### config.mk
export PLATFORM = sky130hd
export DESIGN_NAME = bar_bank
export DESIGN_NICKNAME = d
export VERILOG_FILES = /design/src/rtl/bar_bank_pkg.sv /design/src/rtl/bar_wr_dec.sv /design/src/rtl/bar_slot.sv /design/src/rtl/bar_rd_mux.sv /design/src/rtl/bar_bank.sv
export SDC_FILE = /design/constraint.sdc
export NUM_CORES = 1
export LEC_CHECK = 0
export CELL_PAD_IN_SITES_DETAIL_PLACEMENT = 1
export CELL_PAD_IN_SITES_GLOBAL_PLACEMENT = 2
export CORE_MARGIN = 2
export CORE_UTILIZATION = 19
export DETAILED_ROUTE_END_ITERATION = 6
export GPL_TIMING_DRIVEN = 0
export HOLD_SLACK_MARGIN = 0.15
export PLACE_DENSITY_LB_ADDON = 0.1
export REMOVE_ABC_BUFFERS = 1
export SYNTH_ARGS = -nofsm -noshare
export SYNTH_HDL_FRONTEND = slang
export SYNTH_SLANG_ARGS = --single-unit
### constraint.sdc
create_clock -name clk -period 1.7 [get_ports clk]
set_input_delay 0.34 -clock clk [delete_from_list [all_inputs] [get_ports clk]]
set_output_delay 0.34 -clock clk [all_outputs]
set_load 0.03 [all_outputs]
### src/rtl/bar_bank_pkg.sv
package bar_bank_pkg;

   typedef enum logic [1:0] {
      SLOT_OFF  = 2'd0,
      SLOT_LO32 = 2'd1,
      SLOT_LO64 = 2'd2,
      SLOT_HI64 = 2'd3
   } slot_role_e;

   // writable bits of a lower slot for a window of 2**lg bytes
   function automatic logic [31:0] lo_wmask(input int unsigned lg);
      if (lg == 0 || lg >= 32) return 32'h0;
      return ~((32'd1 << lg) - 32'd1);
   endfunction

   // writable bits of an upper slot for a window of 2**lg bytes
   function automatic logic [31:0] hi_wmask(input int unsigned lg);
      if (lg <= 32) return 32'hFFFF_FFFF;
      return ~((32'd1 << (lg - 32)) - 32'd1);
   endfunction

   function automatic logic [3:0] attr_bits(input logic io, input logic is64,
                                            input logic pref);
      return {pref, is64, 1'b0, io};
   endfunction

   function automatic logic [31:0] be_merge(input logic [31:0] old_v,
                                            input logic [31:0] new_v,
                                            input logic [3:0]  be);
      logic [31:0] r;
      for (int b = 0; b < 4; b++)
         r[b*8 +: 8] = be[b] ? new_v[b*8 +: 8] : old_v[b*8 +: 8];
      return r;
   endfunction

endpackage

### src/rtl/bar_wr_dec.sv
module bar_wr_dec #(
   parameter int NUM_SLOTS = 6,
   localparam int IDX_W = (NUM_SLOTS > 1) ? $clog2(NUM_SLOTS) : 1
) (
   input  logic                 clk,
   input  logic                 rst_n,
   input  logic [IDX_W-1:0]     idx,
   input  logic                 we,
   output logic [NUM_SLOTS-1:0] sel
);

   always_comb begin
      sel = '0;
      for (int j = 0; j < NUM_SLOTS; j++)
         if (we && (32'(idx) == j)) sel[j] = 1'b1;
   end

   p_sel_onehot_r5: assert property (@(posedge clk) disable iff (!rst_n)
      $onehot0(sel));

   p_oob_nosel_r5: assert property (@(posedge clk) disable iff (!rst_n)
      (32'(idx) >= NUM_SLOTS) |-> (sel == '0));

endmodule

### src/rtl/bar_slot.sv
module bar_slot #(
   parameter logic [31:0] WMASK = 32'hFFFF_F000,
   parameter logic [31:0] ROVAL = 32'h0
) (
   input  logic        clk,
   input  logic        rst_n,
   input  logic        wr_en,
   input  logic [3:0]  be,
   input  logic [31:0] wdata,
   output logic [31:0] rdata,
   output logic [31:0] val
);
   import bar_bank_pkg::*;

   initial begin
      if ((WMASK & ROVAL) != 32'h0)
         $error("bar_slot: writable and constant bits overlap");
   end

   logic [31:0] q;

   always_ff @(posedge clk or negedge rst_n) begin
      if (!rst_n)     q <= '0;
      else if (wr_en) q <= be_merge(q, wdata, be) & WMASK;
   end

   assign val   = q;
   assign rdata = q | ROVAL;

   p_masked_zero_r1: assert property (@(posedge clk) disable iff (!rst_n)
      (q & ~WMASK) == 32'h0);

   p_hold_r9: assert property (@(posedge clk) disable iff (!rst_n)
      !wr_en |=> $stable(q));

   p_byte_keep_r6: assert property (@(posedge clk) disable iff (!rst_n)
      (wr_en && !be[0]) |=> (q[7:0] == $past(q[7:0])));

   p_full_write_r4: assert property (@(posedge clk) disable iff (!rst_n)
      (wr_en && be == 4'hF) |=> (q == ($past(wdata) & WMASK)));

endmodule

### src/rtl/bar_rd_mux.sv
module bar_rd_mux #(
   parameter int NUM_SLOTS = 6,
   localparam int IDX_W = (NUM_SLOTS > 1) ? $clog2(NUM_SLOTS) : 1
) (
   input  logic [IDX_W-1:0] idx,
   input  logic [31:0]      slot_rd [NUM_SLOTS],
   output logic [31:0]      rdata
);

   always_comb begin
      rdata = '0;
      for (int j = 0; j < NUM_SLOTS; j++)
         if (32'(idx) == j) rdata = slot_rd[j];
   end

endmodule

### src/rtl/bar_bank.sv
module bar_bank #(
   parameter int NUM_SLOTS = 6,
   parameter int LOG2_W    = 6,
   parameter logic [NUM_SLOTS*LOG2_W-1:0] SLOT_LOG2 =
      {6'd20, 6'd0, 6'd8, 6'd0, 6'd16, 6'd12},
   parameter logic [NUM_SLOTS-1:0] SLOT_IO   = 6'b001000,
   parameter logic [NUM_SLOTS-1:0] SLOT_IS64 = 6'b000010,
   parameter logic [NUM_SLOTS-1:0] SLOT_PREF = 6'b000010,
   localparam int IDX_W = (NUM_SLOTS > 1) ? $clog2(NUM_SLOTS) : 1
) (
   input  logic                    clk,
   input  logic                    rst_n,
   input  logic [IDX_W-1:0]        cfg_idx,
   input  logic                    cfg_we,
   input  logic [3:0]              cfg_be,
   input  logic [31:0]             cfg_wdata,
   output logic [31:0]             cfg_rdata,
   output logic [NUM_SLOTS*64-1:0] base_addr_o
);
   import bar_bank_pkg::*;

   if (NUM_SLOTS < 1 || NUM_SLOTS > 6) begin : g_bad_count
      initial $error("bar_bank: NUM_SLOTS must be 1..6");
   end
   if (LOG2_W < 6) begin : g_bad_lw
      initial $error("bar_bank: LOG2_W must hold 0..63");
   end

   logic [NUM_SLOTS-1:0] sel;
   logic [31:0]          slot_rd  [NUM_SLOTS];
   logic [31:0]          slot_val [NUM_SLOTS];

   bar_wr_dec #(.NUM_SLOTS(NUM_SLOTS)) u_dec (
      .clk  (clk),
      .rst_n(rst_n),
      .idx  (cfg_idx),
      .we   (cfg_we),
      .sel  (sel)
   );

   for (genvar j = 0; j < NUM_SLOTS; j++) begin : g_slot
      localparam int unsigned LG     = 32'(SLOT_LOG2[j*LOG2_W +: LOG2_W]);
      localparam int unsigned LG_LO  = 32'(SLOT_LOG2[((j > 0) ? j-1 : 0)*LOG2_W +: LOG2_W]);
      localparam logic        PAIRED = (j > 0) ? SLOT_IS64[(j > 0) ? j-1 : 0] : 1'b0;
      localparam slot_role_e  ROLE   = PAIRED ? SLOT_HI64 :
                                       (LG == 0) ? SLOT_OFF :
                                       SLOT_IS64[j] ? SLOT_LO64 : SLOT_LO32;
      localparam logic [3:0]  ATTR   = attr_bits(SLOT_IO[j], SLOT_IS64[j], SLOT_PREF[j]);
      localparam logic [31:0] WMASK  = (ROLE == SLOT_HI64) ? hi_wmask(LG_LO) :
                                       (ROLE == SLOT_OFF)  ? 32'h0 : lo_wmask(LG);
      localparam logic [31:0] ROVAL  = (ROLE == SLOT_LO32 || ROLE == SLOT_LO64) ?
                                       {28'h0, ATTR} : 32'h0;

      // elaboration-time parameter checks
      if (LG != 0 && LG < 4) begin : g_err_small
         initial $error("bar_bank: slot window below 16 bytes");
      end
      if (SLOT_IS64[j] && j == NUM_SLOTS-1) begin : g_err_last
         initial $error("bar_bank: 64-bit window in last slot");
      end
      if (SLOT_IS64[j] && SLOT_IO[j]) begin : g_err_io64
         initial $error("bar_bank: I/O window cannot be 64-bit");
      end
      if (!SLOT_IS64[j] && LG > 31) begin : g_err_big32
         initial $error("bar_bank: 32-bit window above 2 GiB");
      end
      if (PAIRED && (LG != 0 || SLOT_IS64[j])) begin : g_err_hi
         initial $error("bar_bank: upper slot must have no window of its own");
      end

      bar_slot #(.WMASK(WMASK), .ROVAL(ROVAL)) u_slot (
         .clk  (clk),
         .rst_n(rst_n),
         .wr_en(sel[j]),
         .be   (cfg_be),
         .wdata(cfg_wdata),
         .rdata(slot_rd[j]),
         .val  (slot_val[j])
      );

      logic [63:0] base;
      if (ROLE == SLOT_LO64) begin : g_b64
         assign base = {slot_val[(j+1 < NUM_SLOTS) ? j+1 : j], slot_val[j]};
      end else if (ROLE == SLOT_LO32) begin : g_b32
         assign base = {32'h0, slot_val[j]};
      end else begin : g_bz
         assign base = 64'h0;
      end
      assign base_addr_o[j*64 +: 64] = base;

      localparam logic [63:0] ALIGN = (LG == 0) ? 64'h0 : ((64'd1 << LG) - 64'd1);

      p_base_align_r8: assert property (@(posedge clk) disable iff (!rst_n)
         (base_addr_o[j*64 +: 64] & ALIGN) == 64'h0);

      p_attr_rd_r2: assert property (@(posedge clk) disable iff (!rst_n)
         ((32'(cfg_idx) == j) && (ROLE == SLOT_LO32 || ROLE == SLOT_LO64))
            |-> (cfg_rdata[3:0] == ATTR));
   end

   bar_rd_mux #(.NUM_SLOTS(NUM_SLOTS)) u_rd (
      .idx    (cfg_idx),
      .slot_rd(slot_rd),
      .rdata  (cfg_rdata)
   );

   p_off_zero_r5: assert property (@(posedge clk) disable iff (!rst_n)
      (32'(cfg_idx) >= NUM_SLOTS) |-> (cfg_rdata == 32'h0));

endmodule

======== After elaboration in Yosys (flattened, before gate mapping) ========
Cells that the tools add are included.
Widths: inputs -> output; s select.
operators by class
  reductions and logical operators ........ 20
  multiplexer cells ....................... 11
  eq/ne operators ......................... 5
operators with widths
  operator            count
  $mux 32             6
  $reduce_and 2->1    14
  $eq 3x2->1 const B  2
  $eq 3x3->1 const B  2
  $logic_and 1x1->1   5
  $mux 1              5
  $eq 3x1->1 const B  1
  $logic_not 3->1     1
storage, ports and cells
  logic and storage cells ................. 50
  output and inout bits ................... 416
  flip-flop bits (word level) ............. 104
  input bits .............................. 42

======== Longest topological paths before layout ========
  depth after elaboration ................. 7
  mapped depth ............................ 6
  depth with buffers taken out ............ 3

======== Modules after synthesis ========
From an unflattened synthesis, not the netlist that was laid out.
second synthesis, totals
  cells, all modules ...................... 938
  area total of the unflattened synthesis .. 9656.8 sq um
by module, submodules not included
  module                       cells an instance  seq. area each (sq um)  area each (sq um)  instances
  bar_rd_mux                   198                0.0                     1913.1             1
  bar_bank                     225                0.0                     1685.4             1
  bar_slot (g_slot[2].u_slot)  100                800.8                   1426.4             1
  bar_slot (g_slot[3].u_slot)  93                 600.6                   1197.4             1
  bar_slot (g_slot[0].u_slot)  88                 500.5                   1076.0             1
  bar_slot (g_slot[1].u_slot)  84                 400.4                   960.9              1
  bar_slot (g_slot[5].u_slot)  79                 300.3                   839.6              1
  bar_slot (g_slot[4].u_slot)  65                 0.0                     484.2              1
  bar_wr_dec                   6                  0.0                     73.8               1

======== Worst setup path before layout ========
OpenSTA, ideal clock, no wires.
  kind .................................... input-to-output
  from .................................... in cfg_idx[1]
  to ...................................... out cfg_rdata[30]
  data arrival time ....................... 1.542 ns
  cell stages on the path ................. 5
  required time ........................... 1.360 ns
  path buffers ............................ 3
  path slack .............................. -0.182 ns
  cell sequence ........................... buf_4 nand2b_1 buf_4 buf_2 o21ai_0
between the ends
  word-level cells in the longest chain between the ends .. 7
  elaborated cells between the ends (all ways) .. 12
  classes of those cells .................. eq/ne: 5; mux: 6; reduce/logical: 1
ends and longest elaborated chain
  what                   RTL line          source
  start: declaration     bar_bank.sv:13    input logic [IDX_W-1:0] cfg_idx,
  $logic_not 3->1        bar_rd_mux.sv:13  if (32'(idx) == j) rdata = slot_rd[j];
  $mux 32 (5 in series)  bar_rd_mux.sv:13
  $mux 32 (*)            bar_rd_mux.sv:13
  end: declaration       bar_bank.sv:17    output logic [31:0] cfg_rdata,
Mark *: on every way between the ends. The rest lies on a longest branch, timed or not.

======== Worst setup path after layout ========
  from .................................... reg g_slot[1].u_slot.q[28]
  to ...................................... out cfg_rdata[28]
between the ends
  word-level cells in the longest chain between the ends .. 5
ends and longest elaborated chain
  what                      RTL line          source
  start: declaration        bar_slot.sv:20    logic [31:0] q;
  start signal: assignment  bar_slot.sv:24    else if (wr_en) q <= be_merge(q, wdata, be) & WMASK;
  $mux 32 (5 in series)     bar_rd_mux.sv:13
Every way passes these cells.

==> metrics.txt <==
# TYPE chip_impl_metric gauge
chip_impl_info{name="status",value="finished, violations left"} 1
chip_impl_info{name="violations",value="setup timing"} 1
chip_impl_metric{name="start_util",unit=""} 0.194
chip_impl_metric{name="dp_hpwl",unit="µm"} 16300
chip_impl_info{name="hold_path.class",value="in2async"} 1
chip_impl_metric{name="drcViolationCount",unit=""} 0
chip_impl_metric{name="syn_area_cell",unit="µm²"} 11.2
chip_impl_metric{name="antenna_cells_inserted",unit=""} 0
chip_impl_metric{name="numPlacedInstances",unit=""} 1242
chip_impl_metric{name="synth-seq-cells",unit=""} 104
chip_impl_metric{name="max_cap_viol_count",unit=""} 0
chip_impl_metric{name="syn-cell-area",unit="mm²"} 0.00694
chip_impl_metric{name="die_height",unit="µm"} 195
chip_impl_metric{name="buffer_ports.inserted",unit=""} 177
chip_impl_metric{name="tightest_slew",unit="ps"} 515
chip_impl_metric{name="post_drt_via_cell_ratio",unit=""} 3.40
chip_impl_metric{name="finClkSkew",unit="ps"} 0
chip_impl_info{name="worst-setup-path-type",value="reg2out"} 1
chip_impl_metric{name="layout.nets",unit=""} 873
chip_impl_metric{name="cp_data_required_time",unit="ps"} 1360
chip_impl_metric{name="drive_gt1_frac",unit=""} 0.285
chip_impl_metric{name="grt_use_total",unit=""} 0.117
chip_impl_info{name="synth_area_leaders",value="sky130_fd_sc_hd__dfrtp_1, sky130_fd_sc_hd__buf_4, sky130_fd_sc_hd__mux2_2"} 1
chip_impl_metric{name="hold_viol_final",unit=""} 0
chip_impl_metric{name="areaGrowthSynthToFinish",unit="%"} 27.9
chip_impl_info{name="synth_ff_type",value="sky130_fd_sc_hd__dfrtp_1"} 1
chip_impl_metric{name="ant_nets",unit=""} 0
chip_impl_metric{name="setup_ws",unit="ps"} -157
chip_impl_metric{name="placement_rows",unit=""} 69
chip_impl_metric{name="share_of_the_clock_period_used_by_the_worst_path_after_layout",unit=""} 1.09
chip_impl_metric{name="htree_num_levels",unit=""} 3
chip_impl_info{name="cts_root_buf",value="sky130_fd_sc_hd__clkbuf_16"} 1
chip_impl_metric{name="grt_pass1_vias",unit=""} 4694
chip_impl_metric{name="setup-violations-final",unit=""} 16
chip_impl_metric{name="clock_insertion_delay_worst_skew",unit="ps"} 350
chip_impl_metric{name="io_pins",unit=""} 458
chip_impl_metric{name="cp_data_arrival_time",unit="ps"} 1520
chip_impl_info{name="setup.worst_path.end_class",value="output port"} 1
chip_impl_metric{name="antenna_found_initial",unit=""} 2
chip_impl_info{name="synth_top_cells_by_count",value="sky130_fd_sc_hd__buf_4, sky130_fd_sc_hd__mux2_2, sky130_fd_sc_hd__dfrtp_1, sky130_fd_sc_hd__nor2_1, sky130_fd_sc_hd__mux2i_1"} 1
chip_impl_info{name="cts_tree",value="built"} 1
chip_impl_metric{name="power_density",unit="mW/mm²"} 1190
chip_impl_metric{name="synthesis.instances",unit=""} 621
chip_impl_metric{name="netlist-cell-type-count",unit=""} 30
chip_impl_info{name="grt_setup_unrepaired",value="true"} 1
chip_impl_metric{name="numCtsBuffers",unit=""} 9
chip_impl_metric{name="total_leakage_power",unit="nW"} 4.52
chip_impl_metric{name="finalCriticalPeriod",unit="ps"} 1860
chip_impl_metric{name="edff_count_synth",unit=""} 0
chip_impl_metric{name="routedWlPerCell",unit="µm"} 18.0
chip_impl_metric{name="post_layout_nonfiller_instances",unit=""} 1297
chip_impl_metric{name="synth_top_area_share",unit=""} 0.375
chip_impl_metric{name="maxSlewHeadroom",unit=""} 0.656
chip_impl_metric{name="vias",unit=""} 4409
chip_impl_metric{name="synth_async_sr_flop_share",unit=""} 1.00
chip_impl_metric{name="grt_pass1_wl",unit="µm"} 33100
chip_impl_metric{name="synth.yosys.warnings",unit=""} 0
chip_impl_metric{name="peakVddDrop",unit="µV"} 574
chip_impl_metric{name="clock_path_buffers",unit=""} 2
chip_impl_info{name="yosysTopAreaCell",value="sky130_fd_sc_hd__dfrtp_1"} 1
chip_impl_metric{name="largest_net_degree_at_the_start_of_global_routing",unit=""} 69
chip_impl_metric{name="yosysSeqAreaShare",unit=""} 0.375
chip_impl_info{name="yosys.cell_count.top_type",value="sky130_fd_sc_hd__buf_4"} 1
chip_impl_metric{name="grt_overflow",unit=""} 0
chip_impl_metric{name="fp.dieW",unit="µm"} 195
chip_impl_metric{name="timing.fmax",unit="MHz"} 539
chip_impl_metric{name="floorplan.core_area",unit="mm²"} 0.0357
chip_impl_metric{name="cp_max_fo",unit=""} 3
chip_impl_metric{name="drt-initial-drc-count",unit=""} 81
chip_impl_metric{name="floorplan.die_area",unit="mm²"} 0.0381
chip_impl_metric{name="worst_hold_slack",unit="ps"} 442
chip_impl_metric{name="total_wirelength_of_the_detailed_routed_design",unit="µm"} 23300
chip_impl_metric{name="cts_num_sinks",unit=""} 104
chip_impl_info{name="startpoint_type",value="flip-flop"} 1
chip_impl_metric{name="timing.final.max_slew_violations",unit=""} 0
chip_impl_metric{name="drt_pass1_iterations",unit=""} 6
chip_impl_metric{name="clock_pin_slew_on_the_worst_setup_and_hold_paths",unit="ps"} 80
chip_impl_metric{name="routabilityCongestion",unit=""} 0.737
## registers in the layout (all words and copies together), names as in the netlist
name / flops
g_slot.u_slot.rdata: 64
g_slot.u_slot.val: 40
## through the flow
| stage | util | total power, mW | setup TNS, ps | area (µm²) | setup slack (ps) |
|---|---|---|---|---|---|
| 6_report | 0.248 | 10.5 | -2100 | 8870 | -157 |
| 5_1_grt | 0.248 | 11.2 | -3050 | 8870 | -221 |
| 2_1_floorplan | - | 6.46 | -93.4 | 5780 | -93.4 |
| 4_1_cts | 0.243 | 10.6 | -2660 | 8690 | -204 |
| 3_5_place_dp | 0.228 | 8.52 | -202250 | 8150 | -2890 |
| 3_3_place_gp | 0.227 | 8.47 | -820890 | 8130 | -4100 |
## metal layers
layer  wire (µm)  vias up  part of all wire  global-route usage
met3        1660       15             0.071              0.0354
met2       12400      235              0.53               0.221
met4         153        2            0.0066              0.0161
met5          13        -           0.00056                   0
met1        9140     2217              0.39               0.131
li1            -     1940                 -                   -
## cell families after synthesis
logic type	synth area share
buffers and inverters	0.318
AOI/OAI and AO/OA	0.0234
other	0.000541
DFF	0.375
muxes	0.230
and+or+nand+nor	0.0525
## power by group
group / switching, mW / total [mW] / internal (mW)
registers: 0.460 / 3.51 / 3.05
clock network: 1.10 / 2.19 / 1.09
logic: 3.15 / 4.83 / 1.68
## placed cells by master, fill, tap and decap left out, types with 4 or more instances in the layout
cell                              count
sky130_fd_sc_hd__clkdlybuf4s50_1     36
sky130_fd_sc_hd__dfrtp_1            103
sky130_fd_sc_hd__mux2_2             104
sky130_fd_sc_hd__o21a_1               4
sky130_fd_sc_hd__dlygate4sd2_1      103
sky130_fd_sc_hd__nor2_4               4
sky130_fd_sc_hd__buf_4               39
sky130_fd_sc_hd__mux4_2               4
sky130_fd_sc_hd__nand2_4              6
sky130_fd_sc_hd__nand3_1              4
sky130_fd_sc_hd__a221o_1             11
sky130_fd_sc_hd__nor2_1              19
sky130_fd_sc_hd__buf_2                6
sky130_fd_sc_hd__clkbuf_16           10
sky130_fd_sc_hd__conb_1             280
sky130_fd_sc_hd__mux2i_1             20
sky130_fd_sc_hd__mux2_4               9
sky130_fd_sc_hd__buf_6               20
sky130_fd_sc_hd__nor2b_4              4
sky130_fd_sc_hd__and2_1               5
## worst max-delay path, cell delays in order, from the launching register on
cell	delay (ps)
sky130_fd_sc_hd__dfrtp_1	400
sky130_fd_sc_hd__mux2_2	270
sky130_fd_sc_hd__a221o_1	340
sky130_fd_sc_hd__buf_6	150
## worst paths after layout
kind | startpoint | endpoint | slack, ps | depth (start not counted)
setup / recovery | g_slot[1].u_slot.val[28] | cfg_rdata[28] | -160 | 3
min in group clk | g_slot[2].u_slot.rdata[9] | g_slot[2].u_slot.rdata[9] | 530 | 1
hold / removal | rst_n | g_slot[3].u_slot.val[13] | 440 | 2
setup reg to reg | g_slot[1].u_slot.val[26] | g_slot[1].u_slot.val[26] | 780 | 2
hold reg to reg | g_slot[2].u_slot.rdata[9] | g_slot[2].u_slot.rdata[9] | 530 | 1
max in group asynchronous | rst_n | g_slot[3].u_slot.val[28] | 540 | 3
## cell type report
cell class                      count  area [µm²]
Fill cell                        4102       26900
Timing Repair Buffer              216        2050
Multi-Input combinational cell    500        3340
Sequential cell                   104        2600
Clock inverter                      6        66.3
Tap cell                          461         577
Clock buffer                       10         239
## timing repair
item	in CTS	in global routing
pin swaps	13	1
buffers inserted	21	14
endpoints found under the hold margin	36	0
setup endpoints to repair	240	59
resized for setup	352	27
cloned	2	1
hold buffers	1	0
(Power assumes the default switching activity.)
